==> src/rtl/rtc_cal_pkg.sv <==
package rtc_cal_pkg;
  localparam int SLOT_BITS = 10;           // window split into 2^SLOT_BITS slots
  localparam int MAG_W     = 5;
  localparam int SKIP_LEN  = 32;           // counts jumped per speed-up point
  localparam int SKIP_PTS  = 16;           // speed-up points per step
  localparam int STALL_LEN = 8;            // cycles held per slow-down point
  localparam int STALL_PTS = 32;           // slow-down points per step
  localparam int TEST_DIV_W = 6;           // test wave = osc / 2^TEST_DIV_W

  typedef struct packed {
    logic             pos;
    logic [MAG_W-1:0] mag;
  } cal_t;
endpackage

==> src/rtl/rtc_win_sched.sv <==
module rtc_win_sched
  import rtc_cal_pkg::*;
#(
  parameter int WIN_CYCLES = 125829120
) (
  input  logic       clk_i,
  input  logic       rst_ni,
  input  logic       osc_en_i,
  input  cal_t       cal_i,
  output cal_t       cal_o,
  output logic       skip_o,
  output logic       stall_o
);
  localparam int SLOTS    = 1 << SLOT_BITS;
  localparam int SLOT_CYC = WIN_CYCLES / SLOTS;
  localparam int POS_W    = (SLOT_CYC > 1) ? $clog2(SLOT_CYC) : 1;
  localparam int THR_W    = SLOT_BITS + 1;
  localparam int SKIP_SH  = $clog2(SKIP_PTS);
  localparam int STALL_SH = $clog2(STALL_PTS);
  localparam logic [POS_W-1:0]     POS_LAST  = POS_W'(SLOT_CYC - 1);
  localparam logic [SLOT_BITS-1:0] SLOT_LAST = SLOT_BITS'(SLOTS - 1);

  logic [POS_W-1:0]     slot_pos_q;
  logic [SLOT_BITS-1:0] slot_idx_q;
  logic [SLOT_BITS-1:0] slot_rev;
  logic [THR_W-1:0]     thr;
  cal_t                 cal_q;
  logic                 slot_end;
  logic                 win_end;
  logic                 point;

  // bit-reversed slot order spreads the chosen slots evenly
  for (genvar b = 0; b < SLOT_BITS; b++) begin : g_rev
    assign slot_rev[b] = slot_idx_q[SLOT_BITS-1-b];
  end

  assign slot_end = osc_en_i && (slot_pos_q == POS_LAST);
  assign win_end  = slot_end && (slot_idx_q == SLOT_LAST);

  always_ff @(posedge clk_i or negedge rst_ni) begin
    if (!rst_ni) begin
      slot_pos_q <= '0;
      slot_idx_q <= '0;
      cal_q      <= '0;
    end else if (osc_en_i) begin
      if (slot_end) begin
        slot_pos_q <= '0;
        slot_idx_q <= slot_idx_q + 1'b1;
      end else begin
        slot_pos_q <= slot_pos_q + 1'b1;
      end
      if (win_end) cal_q <= cal_i;
    end
  end

  always_comb begin
    if (cal_q.pos) thr = THR_W'(cal_q.mag) << SKIP_SH;
    else           thr = THR_W'(cal_q.mag) << STALL_SH;
  end

  assign point   = osc_en_i && (slot_pos_q == '0) && ({1'b0, slot_rev} < thr);
  assign skip_o  = point && cal_q.pos;
  assign stall_o = point && !cal_q.pos;
  assign cal_o   = cal_q;
endmodule

==> src/rtl/rtc_sec_div.sv <==
module rtc_sec_div
  import rtc_cal_pkg::*;
#(
  parameter int CNT_W = 15
) (
  input  logic clk_i,
  input  logic rst_ni,
  input  logic osc_en_i,
  input  logic skip_i,
  input  logic stall_i,
  output logic tick_o
);
  localparam int STL_W = $clog2(STALL_LEN);
  localparam logic [STL_W-1:0] STL_LOAD = STL_W'(STALL_LEN - 1);

  logic [CNT_W-1:0] cnt_q;
  logic [STL_W-1:0] stall_q;
  logic [CNT_W:0]   inc;
  logic [CNT_W:0]   sum;
  logic             tick_q;

  always_comb begin
    if (stall_i || (stall_q != '0)) inc = '0;
    else if (skip_i)                inc = (CNT_W+1)'(SKIP_LEN + 1);
    else                            inc = (CNT_W+1)'(1);
    sum = {1'b0, cnt_q} + inc;
  end

  always_ff @(posedge clk_i or negedge rst_ni) begin
    if (!rst_ni) begin
      cnt_q   <= '0;
      stall_q <= '0;
      tick_q  <= 1'b0;
    end else begin
      tick_q <= osc_en_i && sum[CNT_W];
      if (osc_en_i) begin
        cnt_q <= sum[CNT_W-1:0];
        if (stall_i)             stall_q <= STL_LOAD;
        else if (stall_q != '0)  stall_q <= stall_q - 1'b1;
      end
    end
  end

  assign tick_o = tick_q;
endmodule

==> src/rtl/rtc_ft_out.sv <==
module rtc_ft_out
  import rtc_cal_pkg::*;
(
  input  logic       clk_i,
  input  logic       rst_ni,
  input  logic       osc_en_i,
  input  logic       we_i,
  input  logic [1:0] wbits_i,   // {out, test}
  output logic       test_sq_o,
  output logic       pin_oe_no
);
  logic [TEST_DIV_W-1:0] div_q;
  logic                  out_q;
  logic                  test_q;

  always_ff @(posedge clk_i or negedge rst_ni) begin
    if (!rst_ni) begin
      div_q  <= '0;
      out_q  <= 1'b1;
      test_q <= 1'b0;
    end else begin
      if (osc_en_i) div_q <= div_q + 1'b1;
      if (we_i) begin
        out_q  <= wbits_i[1];
        test_q <= wbits_i[0];
      end
    end
  end

  assign test_sq_o = div_q[TEST_DIV_W-1];
  assign pin_oe_no = test_q ? test_sq_o : out_q;
endmodule

==> src/rtl/rtc_cal_prescaler.sv <==
module rtc_cal_prescaler
  import rtc_cal_pkg::*;
#(
  parameter int WIN_CYCLES = 125829120,
  parameter int CNT_W      = 15
) (
  input  logic       clk_i,
  input  logic       rst_ni,
  input  logic       osc_en_i,
  input  logic [7:0] cal_i,
  input  logic       ctrl_we_i,
  input  logic [7:0] ctrl_wdata_i,
  output logic       tick_o,
  output logic       pin_oe_no
);
  cal_t cal_in;
  cal_t cal_cur;
  logic cal_pos;
  logic [MAG_W-1:0] cal_mag;
  logic skip;
  logic stall;
  logic test_sq;
  logic unused_bits;

  assign cal_in.pos  = cal_i[MAG_W];
  assign cal_in.mag  = cal_i[MAG_W-1:0];
  assign cal_pos     = cal_cur.pos;
  assign cal_mag     = cal_cur.mag;
  assign unused_bits = ^{cal_i[7:6], ctrl_wdata_i[5:0]};

  rtc_win_sched #(.WIN_CYCLES(WIN_CYCLES)) u_sched (
    .clk_i    (clk_i),
    .rst_ni   (rst_ni),
    .osc_en_i (osc_en_i),
    .cal_i    (cal_in),
    .cal_o    (cal_cur),
    .skip_o   (skip),
    .stall_o  (stall)
  );

  rtc_sec_div #(.CNT_W(CNT_W)) u_div (
    .clk_i    (clk_i),
    .rst_ni   (rst_ni),
    .osc_en_i (osc_en_i),
    .skip_i   (skip),
    .stall_i  (stall),
    .tick_o   (tick_o)
  );

  rtc_ft_out u_ft (
    .clk_i     (clk_i),
    .rst_ni    (rst_ni),
    .osc_en_i  (osc_en_i),
    .we_i      (ctrl_we_i),
    .wbits_i   (ctrl_wdata_i[7:6]),
    .test_sq_o (test_sq),
    .pin_oe_no (pin_oe_no)
  );
endmodule

==> config.mk <==
export PLATFORM = sky130hd
export DESIGN_NAME = rtc_cal_prescaler
export DESIGN_NICKNAME = d
export VERILOG_FILES = /design/src/rtl/rtc_cal_pkg.sv /design/src/rtl/rtc_win_sched.sv /design/src/rtl/rtc_sec_div.sv /design/src/rtl/rtc_ft_out.sv /design/src/rtl/rtc_cal_prescaler.sv
export SDC_FILE = /design/constraint.sdc
export NUM_CORES = 1
export LEC_CHECK = 0
export ABC_AREA = 1
export BUFFER_PORTS_ARGS = -buffer_cell sky130_fd_sc_hd__clkbuf_2
export CAP_MARGIN = 10
export CORE_ASPECT_RATIO = 0.8
export CORE_MARGIN = 2
export CORE_UTILIZATION = 55
export CTS_BUF_LIST = sky130_fd_sc_hd__clkbuf_16
export DETAILED_ROUTE_END_ITERATION = 8
export GPL_TIMING_DRIVEN = 0
export PLACE_DENSITY_LB_ADDON = 0.05
export SYNTH_ARGS = -nofsm -noshare
export SYNTH_HDL_FRONTEND = slang
export SYNTH_SLANG_ARGS = --single-unit
==> constraint.sdc <==
create_clock -name clk_i -period 2.64 [get_ports clk_i]
set_clock_uncertainty 0.15 [all_clocks]
set_input_delay 0.264 -clock clk_i [delete_from_list [all_inputs] [get_ports clk_i]]
set_output_delay 0.264 -clock clk_i [all_outputs]
set_load 0.05 [all_outputs]
==> summary.md, run 1 <==
| Metric | Value |
|---|---|
| Largest net degree at the start of global routing | `61` |
| R2R cell count | `20` |
| Yosys reg bits | `60` |
| Post-synth cell types | `34` |
| Worst endpoint required time | `2.70 ns` |
| Sw Share | `30.09%` |
| Dominant cell type by area after synthesis | `dfrtp_1` |
| Max Slew Vio Count | `0` |
| Hold path depth | `2` |
| P per Cell Area | `724.0 nW/um2` |
| Root buffer cell | `clkbuf_16` |
| Worst VDD drop | `0.4071 mV` |
| Top-area cell type share of the netlist area | `43.30%` |
| R2R Setup Slk | `-0.09 ns` |
| Core area | `5943 um2` |
| Starting Density | `57.37%` |
| Area grow syn2layout | `24.48%` |
| Yosys warnings | `0` |
| I/O Buffers | `12` |
| Final min period | `2.727 ns` |
| Reg-to-reg critical path startpoint | `u_sched.cal_o[5]$_DFFE_PN0P_` |
| Dpl hpwl | `4592 um` |
| Gate power share | `19.2%` |
| Final setup vio count | `5` |
| H-tree depth | `3` |
| Max clock buf depth | `2` |
| Iter 0 DRT Violations | `106` |
| Die Y | `74.42 um` |
| Vias | `2,673` |
| Reg power frac | `40.4%` |
| Clock network power share | `40.3%` |
| Hold Startpoint | `ctrl_we_i` |
| Clk pin slew, worst setup/hold paths | `0.05 ns` |
| Syn nets | `440` |
| RSZ-0062 raised after global routing | `true` |
| Post-route ant nets | `0` |
| Critical path capture point type | `register` |
| Layout cells sized above 1 | `24.50%` |
| DR WL/cell | `13.36 um` |
| Die Footprint | `6849 um2` |
| Worst skew pair latency | `0.33 ns` |
| Die Span X | `92.03 um` |
| Nets | `478` |
| Failing checks | `hold timing, setup timing` |
| Startpoint Class | `register` |
| Synth Cell Area | `3410 um2` |
| First-pass DRT Iterations | `4` |
| Cell-internal power | `2.148 mW` |
| Io pins | `22` |
| Syn_area_per_cell | `8.398 um2` |
| Worst reg2reg endpoint | `u_div.cnt_q[8]$_DFFE_PN0P_` |
| Relative slew slack | `45.37%` |
| Most frequent cell after synthesis | `nand2_1` |
| EDFF count, synth | `0` |
| Kind of critical path | `register to register` |
| Fin Hold WS | `-0.003624 ns` |
| Via density | `5.043` |
| Std cell rows | `25` |
| Run status | `complete, but fails checks` |
| Hold Path Sink | `u_ft.out_q$_DFFE_PN1P_` |
| Tot Pwr | `3.073 mW` |
| Clock buffer count from CTS | `9` |
| Sequential area share after synthesis | `44.07%` |
| Main synth FF type | `dfrtp_1` |
| Asr flop ratio synth | `100.0%` |
| Cells after Synth | `406` |
| Clock sink count | `60` |
| Final Util | `71.41%` |
| Global-route wire length before repair | `12,230 um` |
| ANT cells | `0` |
| Final hold vios | `1` |
| Top cells by area, synth | `dfrtp_1 (43%), nand2_1 (13%), xor2_1 (5.7%)` |
| Max FO, Critical Path | `7` |
| Vias in the first global route | `2,691` |
| Antenna violations before repair | `0` |
| GRT Resource Usage Total | `22.97%` |
| Total gr overflow | `0` |
| Max cap viols | `0` |
| Worst slew pin tran | `0.8195 ns` |
| Dpl ws | `-0.3860 ns` |
| Final WS setup | `-0.08671 ns` |
| Drt total wl | `7079 um` |
| Fmax | `0.3667 GHz` |
| Critical path arrival | `2.79 ns` |
| DRC | `0` |
| Worst min-delay path category | `primary input to register` |
| GPL Wtd Cong | `0.8530` |
| Psw | `924.7 uW` |
| Lkg Pwr | `2.138 nW` |
| Synth cell count leaders | `nand2_1 (116), dfrtp_1 (59), inv_1 (51)` |
| CTS tree | `yes` |
| Fin crit share | `103.3%` |
layer usage:
| layer | GRT usage (%) | vias to the layer above | wire (um) |
|---|---|---|---|
| met5 | 0 | - | 0 |
| met4 | 7.629 | 0 | 98 |
| met3 | 5.572 | 12 | 183 |
| met2 | 39.30 | 28 | 3349 |
| met1 | 29.34 | 1266 | 3448 |
| li1 | - | 1367 | - |
registers in the layout (all words and copies together), names as in the netlist, 3 cells and up:
register,count
u_sched.slot_idx_q,10
u_sched.slot_pos_q,17
u_div.stall_q,3
u_sched.cal_o,6
u_div.cnt_q,15
u_ft.div_q,6
per-stage QoR:
| step | TNS [ns] | area [um2] | hold WS [ns] | cells |
|---|---|---|---|---|
| finish | -0.3386 | 4244 | -0.003624 | 530 |
| global route | -1.578 | 4244 | 0.02032 | 530 |
| CTS | -0.1343 | 4101 | 0.0004940 | 526 |
| detailed placement | -1.841 | 3610 | 0.2880 | 499 |
| global placement | -1.566 | 3607 | 0.3124 | 499 |
| floorplan | -0.04735 | 3446 | -0.1816 | 406 |
area by class of cell:
type                    count  area, um2
multi-input cells         285       1866
fillers                   486       1699
flip-flops and latches     60       1503
clock buffers               9      225.2
inverters                  56      222.7
repair buffers             27      192.7
well taps                  81      101.3
clock inverters             7      91.34
plain buffers               5      42.54
worst max path at each step:
stage | startpoint | to
finish | u_sched.cal_o[5]$_DFFE_PN0P_ | u_div.cnt_q[8]$_DFFE_PN0P_
global route | u_sched.cal_o[5]$_DFFE_PN0P_ | u_div.cnt_q[12]$_DFFE_PN0P_
CTS | u_sched.cal_o[5]$_DFFE_PN0P_ | u_div.cnt_q[12]$_DFFE_PN0P_
detailed placement | u_sched.cal_o[5]$_DFFE_PN0P_ | u_div.cnt_q[12]$_DFFE_PN0P_
global placement | u_sched.cal_o[5]$_DFFE_PN0P_ | u_div.cnt_q[12]$_DFFE_PN0P_
floorplan | u_sched.cal_o[5]$_DFFE_PN0P_ | u_div.cnt_q[12]$_DFFE_PN0P_
critical path, cell delays in order (launching register included):
cell and delay, ns:
dfrtp_1 0.37, buf_6 0.14, inv_6 0.07, nand2_4 0.05, ha_4 0.21, nand2_1 0.10, nand3_2 0.09, nor2_4 0.13
nand2_1 0.06, nor2_2 0.13, nand3_2 0.11, nand2_4 0.08, inv_2 0.04, ha_4 0.16, ha_4 0.17, nand2_4 0.07
o21ai_4 0.06, nand2_2 0.11, nor2_4 0.04, buf_4 0.13, xor2_1 0.14
cell families (layout without fill, tap and decap cells):
group	after synthesis	after routing	synth area share (%)
AO/OA/AOI/OAI	24	24	3.963
XOR/XNOR	30	30	7.706
adder cells (fa/ha/maj)	14	14	5.138
buffers and inverters	61	104	7.449
flip-flops	60	60	44.07
multiplexers	3	3	0.9174
AND/OR/NAND/NOR	214	214	30.75
layout by cell type, fill, tap and decap left out, drive strengths merged:
master	instances
a21o	1
a21oi	5
a22oi	2
buf	18
bufinv	2
clkbuf	22
clkinv	5
dfrtp	59
dfstp	1
dlygate4sd3	1
ha	14
inv	56
mux2	1
mux2i	2
nand2	124
nand3	31
nand4	7
nor2	32
nor3	17
nor4	2
nor4b	1
o21ai	16
xnor2	8
xor2	22
timing repair:
action	4_1_cts	5_1_grt
hold buffers	1	0
gates resized for setup	23	27
endpoints found under the hold margin	59	0
pin swaps	19	7
setup endpoints to repair	12	12
setup buffers	10	4
power groups by stage:
stage                     registers [mW]  clock network [mW]  logic [mW]
after floorplan                     1.22                   0       0.430
after global placement              1.24                   0       0.507
after detailed placement            1.25                   0       0.528
after CTS                           1.24                1.25       0.562
after global routing                1.27                1.30       0.690
final                               1.24                1.24       0.590
Note: power is estimated with default switching activity, not from simulation.
==> run 2, diff against run 1 <==
- CORE_MARGIN: 2 -> 8
- GPL_TIMING_DRIVEN: 0 -> unset
==> run 2 against run 1 <==
Net effect: the flow finishes with violations (setup timing); register-to-register slack barely moved; routed wire length fell by 4.3%; worst hold slack improved by 0.019 ns; non-clock buffer count rose by 7; die area rose by 31%; via count rose by 0.71%; combinational power barely moved; largest cell class unchanged; largest power group unchanged.
==> summary.md, run 2 (synthesis results as in run 1) <==
| Metric | Value |
|---|---|
| Run status | `complete, but fails checks (unchanged)` |
| Failing checks | `setup timing (was hold timing, setup timing)` |
| RSZ-0062 raised after global routing | `true (unchanged)` |
| Top layer used by detailed routing | `met4 (unchanged)` |
| Met2 Wirelength | `3126 um (was 3349 um)` |
| Largest net degree at the start of global routing | `61 (unchanged)` |
| ANT cells | `0 (unchanged)` |
| Kind of critical path | `register to register (unchanged)` |
| Max clock buf depth | `2 (unchanged)` |
| P per Cell Area | `699.9 nW/um2 (was 724.0 nW/um2)` |
| Clock network power share | `38.0% (was 40.3%)` |
| Total gr overflow | `0 (unchanged)` |
| Area grow syn2layout | `23.19% (was 24.48%)` |
| Biggest regs | `u_sched.slot_pos_q (17), u_div.cnt_q (15), u_sched.slot_idx_q (10) (unchanged)` |
| GRT Resource Usage Total | `15.75% (was 22.97%)` |
| Final min period | `2.726 ns (was 2.727 ns)` |
| Most common cell after layout, fill and taps aside | `nand2_1 (unchanged)` |
| Critical path arrival | `2.79 ns (about the same)` |
| DR WL/cell | `12.61 um (was 13.36 um)` |
| Sw Share | `30.20% (was 30.09%)` |
| Most flops, register | `u_sched.slot_pos_q (unchanged)` |
| R2R cell count | `20 (unchanged)` |
| Starting Density | `57.37% (unchanged)` |
| H-tree depth | `3 (unchanged)` |
| Io pins | `22 (unchanged)` |
| Fmax | `0.3668 GHz (was 0.3667 GHz)` |
| Final hold vios | `0 (was 1)` |
| Placed cell area | `3660 um2 (was 3610 um2)` |
| CTS tree | `yes (unchanged)` |
| Cell-internal power | `2.052 mW (was 2.148 mW)` |
| Die Y | `86.42 um (was 74.42 um)` |
| Final setup vio count | `9 (was 5)` |
| Worst min-delay path category | `primary input to register (unchanged)` |
| I/O Buffers | `13 (was 12)` |
| Max FO, Critical Path | `6 (was 7)` |
| Worst endpoint required time | `2.70 ns (about the same)` |
| Startpoint Class | `register (unchanged)` |
| Fin crit share | `103.3% (about the same)` |
| Gate power share | `20.1% (was 19.2%)` |
| Hold path depth | `3 (was 2)` |
| Psw | `887.8 uW (was 924.7 uW)` |
| Wire length on met1 | `3272 um (was 3448 um)` |
| Number of flip-flops in the largest register | `17 (unchanged)` |
| Lkg Pwr | `2.107 nW (was 2.138 nW)` |
| Worst VDD drop | `0.5604 mV (was 0.4071 mV)` |
| Drt total wl | `6772 um (was 7079 um)` |
| Max Slew Vio Count | `0 (unchanged)` |
| Max cap viols | `0 (unchanged)` |
| Relative slew slack | `49.54% (was 45.37%)` |
| Layout cells sized above 1 | `24.56% (was 24.50%)` |
| Routed met3 length | `312 um (was 183 um)` |
| Iter 0 DRT Violations | `81 (was 106)` |
| Vias | `2,692 (was 2,673)` |
| First-pass DRT Iterations | `4 (unchanged)` |
| Root buffer cell | `clkbuf_16 (unchanged)` |
| Die Span X | `104.0 um (was 92.03 um)` |
| Antenna violations before repair | `0 (unchanged)` |
| GPL Wtd Cong | `0.8110 (was 0.8530)` |
| Core area | `5943 um2 (unchanged)` |
| Vias in the first global route | `2,588 (was 2,691)` |
| Worst slew pin tran | `0.7569 ns (was 0.8195 ns)` |
| Fin Hold WS | `0.01576 ns (was -0.003624 ns)` |
| Most frequent cells in the layout | `nand2_1 (101), dfrtp_1 (58), inv_1 (50) (was nand2_1 (104), dfrtp_1 (59), inv_1 (49))` |
| Clock buffer count from CTS | `9 (unchanged)` |
| Post-route cell area | `4200 um2 (was 4244 um2)` |
| Dpl hpwl | `4542 um (was 4592 um)` |
| Worst skew pair latency | `0.33 ns (about the same)` |
| Reg power frac | `41.9% (was 40.4%)` |
| Global-route wire length before repair | `11,520 um (was 12,230 um)` |
| Nets | `485 (was 478)` |
| Via density | `5.013 (was 5.043)` |
| Clock sink count | `60 (unchanged)` |
| Die Footprint | `8990 um2 (was 6849 um2)` |
| DRC | `0 (unchanged)` |
| Final WS setup | `-0.08632 ns (was -0.08671 ns)` |
| Post-route ant nets | `0 (unchanged)` |
| Critical path capture point type | `register (unchanged)` |
| Std cell rows | `25 (unchanged)` |
| Clk pin slew, worst setup/hold paths | `0.05 ns (about the same)` |
## run 2: power by group through the flow
stage | logic (mW) | clock network (mW) | registers [mW]
final | 0.589 | 1.12 | 1.23
after detailed placement | 0.547 | 0 | 1.24
after global routing | 0.678 | 1.18 | 1.26
after CTS | 0.576 | 1.14 | 1.23
after global placement | 0.525 | 0 | 1.24
after floorplan | 0.430 | 0 | 1.22
## run 2: stage by stage
stage          std cells  utilization [%]  setup slack, ns  power, mW  setup TNS [ns]
2_1_floorplan        406                -         -0.04735      1.645        -0.04735
3_3_place_gp         507            61.58          -0.2388      1.766          -1.127
3_5_place_dp         507            61.58          -0.2523      1.791          -1.226
4_1_cts              531            68.80         -0.03746      2.950         -0.1028
5_1_grt              537            70.67          -0.2534      3.113          -2.379
6_report             537            70.67         -0.08632      2.940         -0.3892
## run 2: final timing paths
kind                                         startpoint                           endpoint  slack [ns]
max                        u_sched.cal_o[5]$_DFFE_PN0P_         u_div.cnt_q[8]$_DFFE_PN0P_       -0.09
min                                            cal_i[1]       u_sched.cal_o[1]$_DFFE_PN0P_        0.02
max reg2reg                u_sched.cal_o[5]$_DFFE_PN0P_         u_div.cnt_q[8]$_DFFE_PN0P_       -0.09
min reg2reg                   u_ft.div_q[5]$_DFFE_PN0P_          u_ft.div_q[5]$_DFFE_PN0P_        0.32
max in group asynchronous                        rst_ni       u_sched.cal_o[5]$_DFFE_PN0P_        1.32
min in group asynchronous                        rst_ni  u_sched.slot_idx_q[6]$_DFFE_PN0P_        0.48
## run 2: area by class of cell
cell class              count  area, um2
clock buffers               9      225.2
clock inverters             7      58.81
fillers                   470       1743
inverters                  56      220.2
multi-input cells         285       1812
flip-flops and latches     60       1504
well taps                  81      101.3
repair buffers             39      279.0
## run 2: routing by layer
| metal | up-vias | track usage (%) |
|---|---|---|
| met5 | - | 0 |
| li1 | 1380 | - |
| met4 | 0 | 3.539 |
| met1 | 1254 | 19.31 |
| met2 | 51 | 25.99 |
| met3 | 7 | 5.782 |
## run 2: what timing repair did
item / 4_1_cts / 5_1_grt
hold buffers: 3 / 0
setup endpoints to repair: 11 / 13
pin swaps: 21 / 11
gates resized for setup: 21 / 18
setup buffers: 5 / 7
hold endpoints to repair: 60 / 0
## run 2: critical path, cell delays in order, from the launching register on
cell     delay, ns
dfrtp_2       0.44
inv_4         0.07
nand2_2       0.07
o21ai_2       0.05
ha_1          0.31
nand2_1       0.07
nand2_1       0.06
nand2_2       0.10
nand3_4       0.09
nor2_4        0.13
nand3_2       0.10
nand2_2       0.08
inv_2         0.05
ha_4          0.15
ha_4          0.15
nand2_2       0.07
o21ai_2       0.06
nand2_2       0.11
nor2_4        0.05
buf_4         0.13
xor2_1        0.13
==> run 3, diff against run 2 <==
- REMOVE_ABC_BUFFERS: unset -> 1
==> run 3 against run 2 <==
Net effect: utilization is 0.78 points higher; power up 3.5%; routed wire length up 1.8%; via count up 0.33%; die area stayed put; the flow still finishes with violations (setup timing); first-iteration DRC count grew 32%; critical path depth is the same; non-clock buffer count rose by 5; sequential power about the same; register-to-register slack got worse by 0.03 ns; combinational power about the same.
==> summary.md, run 3 (synthesis results as in run 1) <==
| Metric | Value |
|---|---|
| Slowest cell on the critical path | `dfrtp_1 (was dfrtp_2)` |
| P per Cell Area | `716.6 nW/um2 (was 699.9 nW/um2)` |
| Iter 0 DRT Violations | `107 (was 81)` |
| RSZ-0062 raised after global routing | `true (unchanged)` |
| Std cell rows | `25 (unchanged)` |
| Most common cell after layout, fill and taps aside | `nand2_1 (unchanged)` |
| Psw | `899.0 uW (was 887.8 uW)` |
| CP top delay family | `simple AND/OR/NAND/NOR gates (unchanged)` |
| FF+latch area | `1503 um2 (was 1504 um2)` |
| ANT cells | `0 (unchanged)` |
| Worst endpoint required time | `2.74 ns (was 2.70 ns)` |
| Core area | `5943 um2 (unchanged)` |
| Nets | `490 (was 485)` |
| Max Slew Vio Count | `0 (unchanged)` |
| Cell-internal power | `2.144 mW (was 2.052 mW)` |
| GPL Wtd Cong | `0.8139 (was 0.8110)` |
| Reg-to-reg critical path startpoint | `u_sched.cal_o[5]$_DFFE_PN0P_ (unchanged)` |
| Largest net degree at the start of global routing | `61 (unchanged)` |
| Max clock buf depth | `2 (unchanged)` |
| CP Cell Sequence | `buf_6, o21ai_0, ha_1, nand2_1, nand2_1, nand2_2, nand3_2, nor2_1, nand3_2, nand2_2, inv_2, ha_4, ha_4, nand2_4, o21ai_4, nand2_2, nor2_4, nand2_2, nor2_2, xor2_1 (was inv_4, nand2_2, o21ai_2, ha_1, nand2_1, nand2_1, nand2_2, nand3_4, nor2_4, nand3_2, nand2_2, inv_2, ha_4, ha_4, nand2_2, o21ai_2, nand2_2, nor2_4, buf_4, xor2_1)` |
| Starting Density | `57.37% (unchanged)` |
| Clk pin slew, worst setup/hold paths | `0.05 ns (about the same)` |
| Relative slew slack | `48.51% (was 49.54%)` |
| Hold path depth | `3 (unchanged)` |
| Most frequent cells in the layout | `nand2_1 (107), dfrtp_1 (59), inv_1 (51) (was nand2_1 (101), dfrtp_1 (58), inv_1 (50))` |
| Fmax | `0.3634 GHz (was 0.3668 GHz)` |
| Clock network power share | `40.0% (was 38.0%)` |
| Max cap viols | `0 (unchanged)` |
| Most flops, register | `u_sched.slot_pos_q (unchanged)` |
| Bufs and invs on worst path | `2 (was 3)` |
| Worst min-delay path category | `primary input to register (unchanged)` |
| Io pins | `22 (unchanged)` |
| Worst VDD drop | `0.5183 mV (was 0.5604 mV)` |
| Drt total wl | `6893 um (was 6772 um)` |
| Hold Path Sink | `u_ft.out_q$_DFFE_PN1P_ (was u_sched.cal_o[1]$_DFFE_PN0P_)` |
| Hold Startpoint | `ctrl_wdata_i[7] (was cal_i[1])` |
| Gate power share | `19.3% (was 20.1%)` |
| R2R Setup Slk | `-0.11 ns (was -0.09 ns)` |
| Global-route wire length before repair | `11,880 um (was 11,520 um)` |
| Kind of critical path | `register to register (unchanged)` |
| H-tree depth | `3 (unchanged)` |
| Worst slew pin tran | `0.7724 ns (was 0.7569 ns)` |
| Multi-input gate area | `1797 um2 (was 1812 um2)` |
| DRC | `0 (unchanged)` |
| Total Neg Setup Slack | `-0.4180 ns (was -0.3892 ns)` |
| Dpl hpwl | `4608 um (was 4542 um)` |
| Final hold vios | `0 (unchanged)` |
| Most used cell, CP | `nand2_2 (unchanged)` |
| I/O Buffers | `13 (unchanged)` |
| Die Y | `86.42 um (unchanged)` |
| Critical path arrival | `2.85 ns (was 2.79 ns)` |
| Biggest regs | `u_sched.slot_pos_q (17), u_div.cnt_q (15), u_sched.slot_idx_q (10) (unchanged)` |
| Final min period | `2.752 ns (was 2.726 ns)` |
| Root buffer cell | `clkbuf_16 (unchanged)` |
| Layout cells sized above 1 | `23.86% (was 24.56%)` |
| Sw Share | `29.54% (was 30.20%)` |
| Failing checks | `setup timing (unchanged)` |
| Die Span X | `104.0 um (unchanged)` |
| Total gr overflow | `0 (unchanged)` |
| Startpoint Class | `register (unchanged)` |
| Antenna violations before repair | `0 (unchanged)` |
| Max incr delay on CP | `0.43 ns (was 0.44 ns)` |
| Vias in the first global route | `2,720 (was 2,588)` |
| Worst reg2reg endpoint | `u_div.cnt_q[12]$_DFFE_PN0P_ (was u_div.cnt_q[8]$_DFFE_PN0P_)` |
| Lkg Pwr | `2.174 nW (was 2.107 nW)` |
| Critical path capture point type | `register (unchanged)` |
| Area grow syn2layout | `24.55% (was 23.19%)` |
| Die Footprint | `8990 um2 (unchanged)` |
| First-pass DRT Iterations | `4 (unchanged)` |
| Clock buffer count from CTS | `9 (unchanged)` |
| Final setup vio count | `7 (was 9)` |
| Vias | `2,701 (was 2,692)` |
| Via density | `4.983 (was 5.013)` |
| Clock sink count | `60 (unchanged)` |
| Reg power frac | `40.7% (was 41.9%)` |
| Post-route ant nets | `0 (unchanged)` |
| Run status | `complete, but fails checks (unchanged)` |
| Max FO, Critical Path | `4 (was 6)` |
| Dpl ws | `-0.2157 ns (was -0.2523 ns)` |
| Placed cell area | `3712 um2 (was 3660 um2)` |
| Final WS setup | `-0.1118 ns (was -0.08632 ns)` |
| DR WL/cell | `12.72 um (was 12.61 um)` |
| Post-route cell area | `4247 um2 (was 4200 um2)` |
| Worst skew pair latency | `0.32 ns (was 0.33 ns)` |
| Number of flip-flops in the largest register | `17 (unchanged)` |
| CTS tree | `yes (unchanged)` |
| GRT Resource Usage Total | `16.14% (was 15.75%)` |
| R2R cell count | `20 (unchanged)` |
| Fin crit share | `104.2% (was 103.3%)` |
| Number of fill cells | `469 (was 470)` |
-- run 3: cell types whose count changed in the layout (fill, tap and decap cells not counted), moves of 2 or more --
cell | before | now
nand3_2 | 3 | 5
nand2_4 | 3 | 6
nand2_1 | 101 | 107
nand3_4 | 2 | 0
nand2_2 | 20 | 11
o21ai_0 | 11 | 13
buf_4 | 20 | 25
o21ai_2 | 3 | 1
clkinv_1 | 2 | 0
-- run 3: area by class of cell --
cell class	count	area share, %
Tap cell	81	2.387
Timing Repair Buffer	44	7.484
Inverter	56	5.127
Clock inverter	7	2.004
Clock buffer	9	5.303
Sequential cell	60	35.39
Multi-Input combinational cell	285	42.31
-- run 3: routing by layer --
metal | part of all wire, % | wire [um] | vias to the layer above | track usage, %
li1 | - | - | 1381 | -
met1 | 49 | 3350 | 1278 | 20.46
met2 | 47 | 3242 | 34 | 25.81
met3 | 3.4 | 236 | 8 | 5.041
met4 | 0.93 | 64 | 0 | 5.111
met5 | 0 | 0 | - | 0
-- run 3: per-stage QoR --
stage	hold WS (ns)	cells	power [mW]	util (%)
3_3_place_gp	0.3054	518	1.748	62.46
3_5_place_dp	0.3084	518	1.778	62.46
4_1_cts	0.001866	538	3.038	69.52
6_report	0.01084	542	3.043	71.45
2_1_floorplan	-0.1816	401	1.613	-
5_1_grt	0.01200	542	3.226	71.45
-- run 3: worst max-delay path by stage --
stage,from,end,slack [ns],cells past startpoint
floorplan,u_sched.cal_o[5]$_DFFE_PN0P_,u_div.cnt_q[12]$_DFFE_PN0P_,-0.14,21
global placement,u_sched.cal_o[5]$_DFFE_PN0P_,u_div.cnt_q[12]$_DFFE_PN0P_,-0.19,19
detailed placement,u_sched.cal_o[5]$_DFFE_PN0P_,u_div.cnt_q[12]$_DFFE_PN0P_,-0.22,21
CTS,u_sched.cal_o[5]$_DFFE_PN0P_,u_div.cnt_q[12]$_DFFE_PN0P_,-0.18,16
global route,u_sched.cal_o[5]$_DFFE_PN0P_,u_div.cnt_q[12]$_DFFE_PN0P_,-0.32,20
finish,u_sched.cal_o[5]$_DFFE_PN0P_,u_div.cnt_q[12]$_DFFE_PN0P_,-0.11,20
-- run 3: power by group through the flow --
stage               Combinational [mW]  Clock (mW)  Sequential (mW)
floorplan                        0.406           0             1.21
global placement                 0.518           0             1.23
detailed placement               0.542           0             1.24
CTS                              0.565        1.24             1.23
global route                     0.686        1.28             1.26
finish                           0.588        1.22             1.24
-- run 3: timing repair --
action,in CTS,in global routing
hold buffers,2,0
pin swaps,13,12
gates resized for setup,18,20
setup endpoints to repair,10,14
endpoints found under the hold margin,60,0
setup buffers,2,5
-- run 3: worst register-to-register path: stages, from the launching register on --
cell,delay [ns]
dfrtp_1,0.43
buf_6,0.15
o21ai_0,0.22
ha_1,0.19
nand2_1,0.05
nand2_1,0.07
nand2_2,0.08
nand3_2,0.07
nor2_1,0.04
nand3_2,0.08
nand2_2,0.06
inv_2,0.07
ha_4,0.14
ha_4,0.14
nand2_4,0.06
o21ai_4,0.18
nand2_2,0.09
nor2_4,0.12
nand2_2,0.07
nor2_2,0.09
xor2_1,0.13
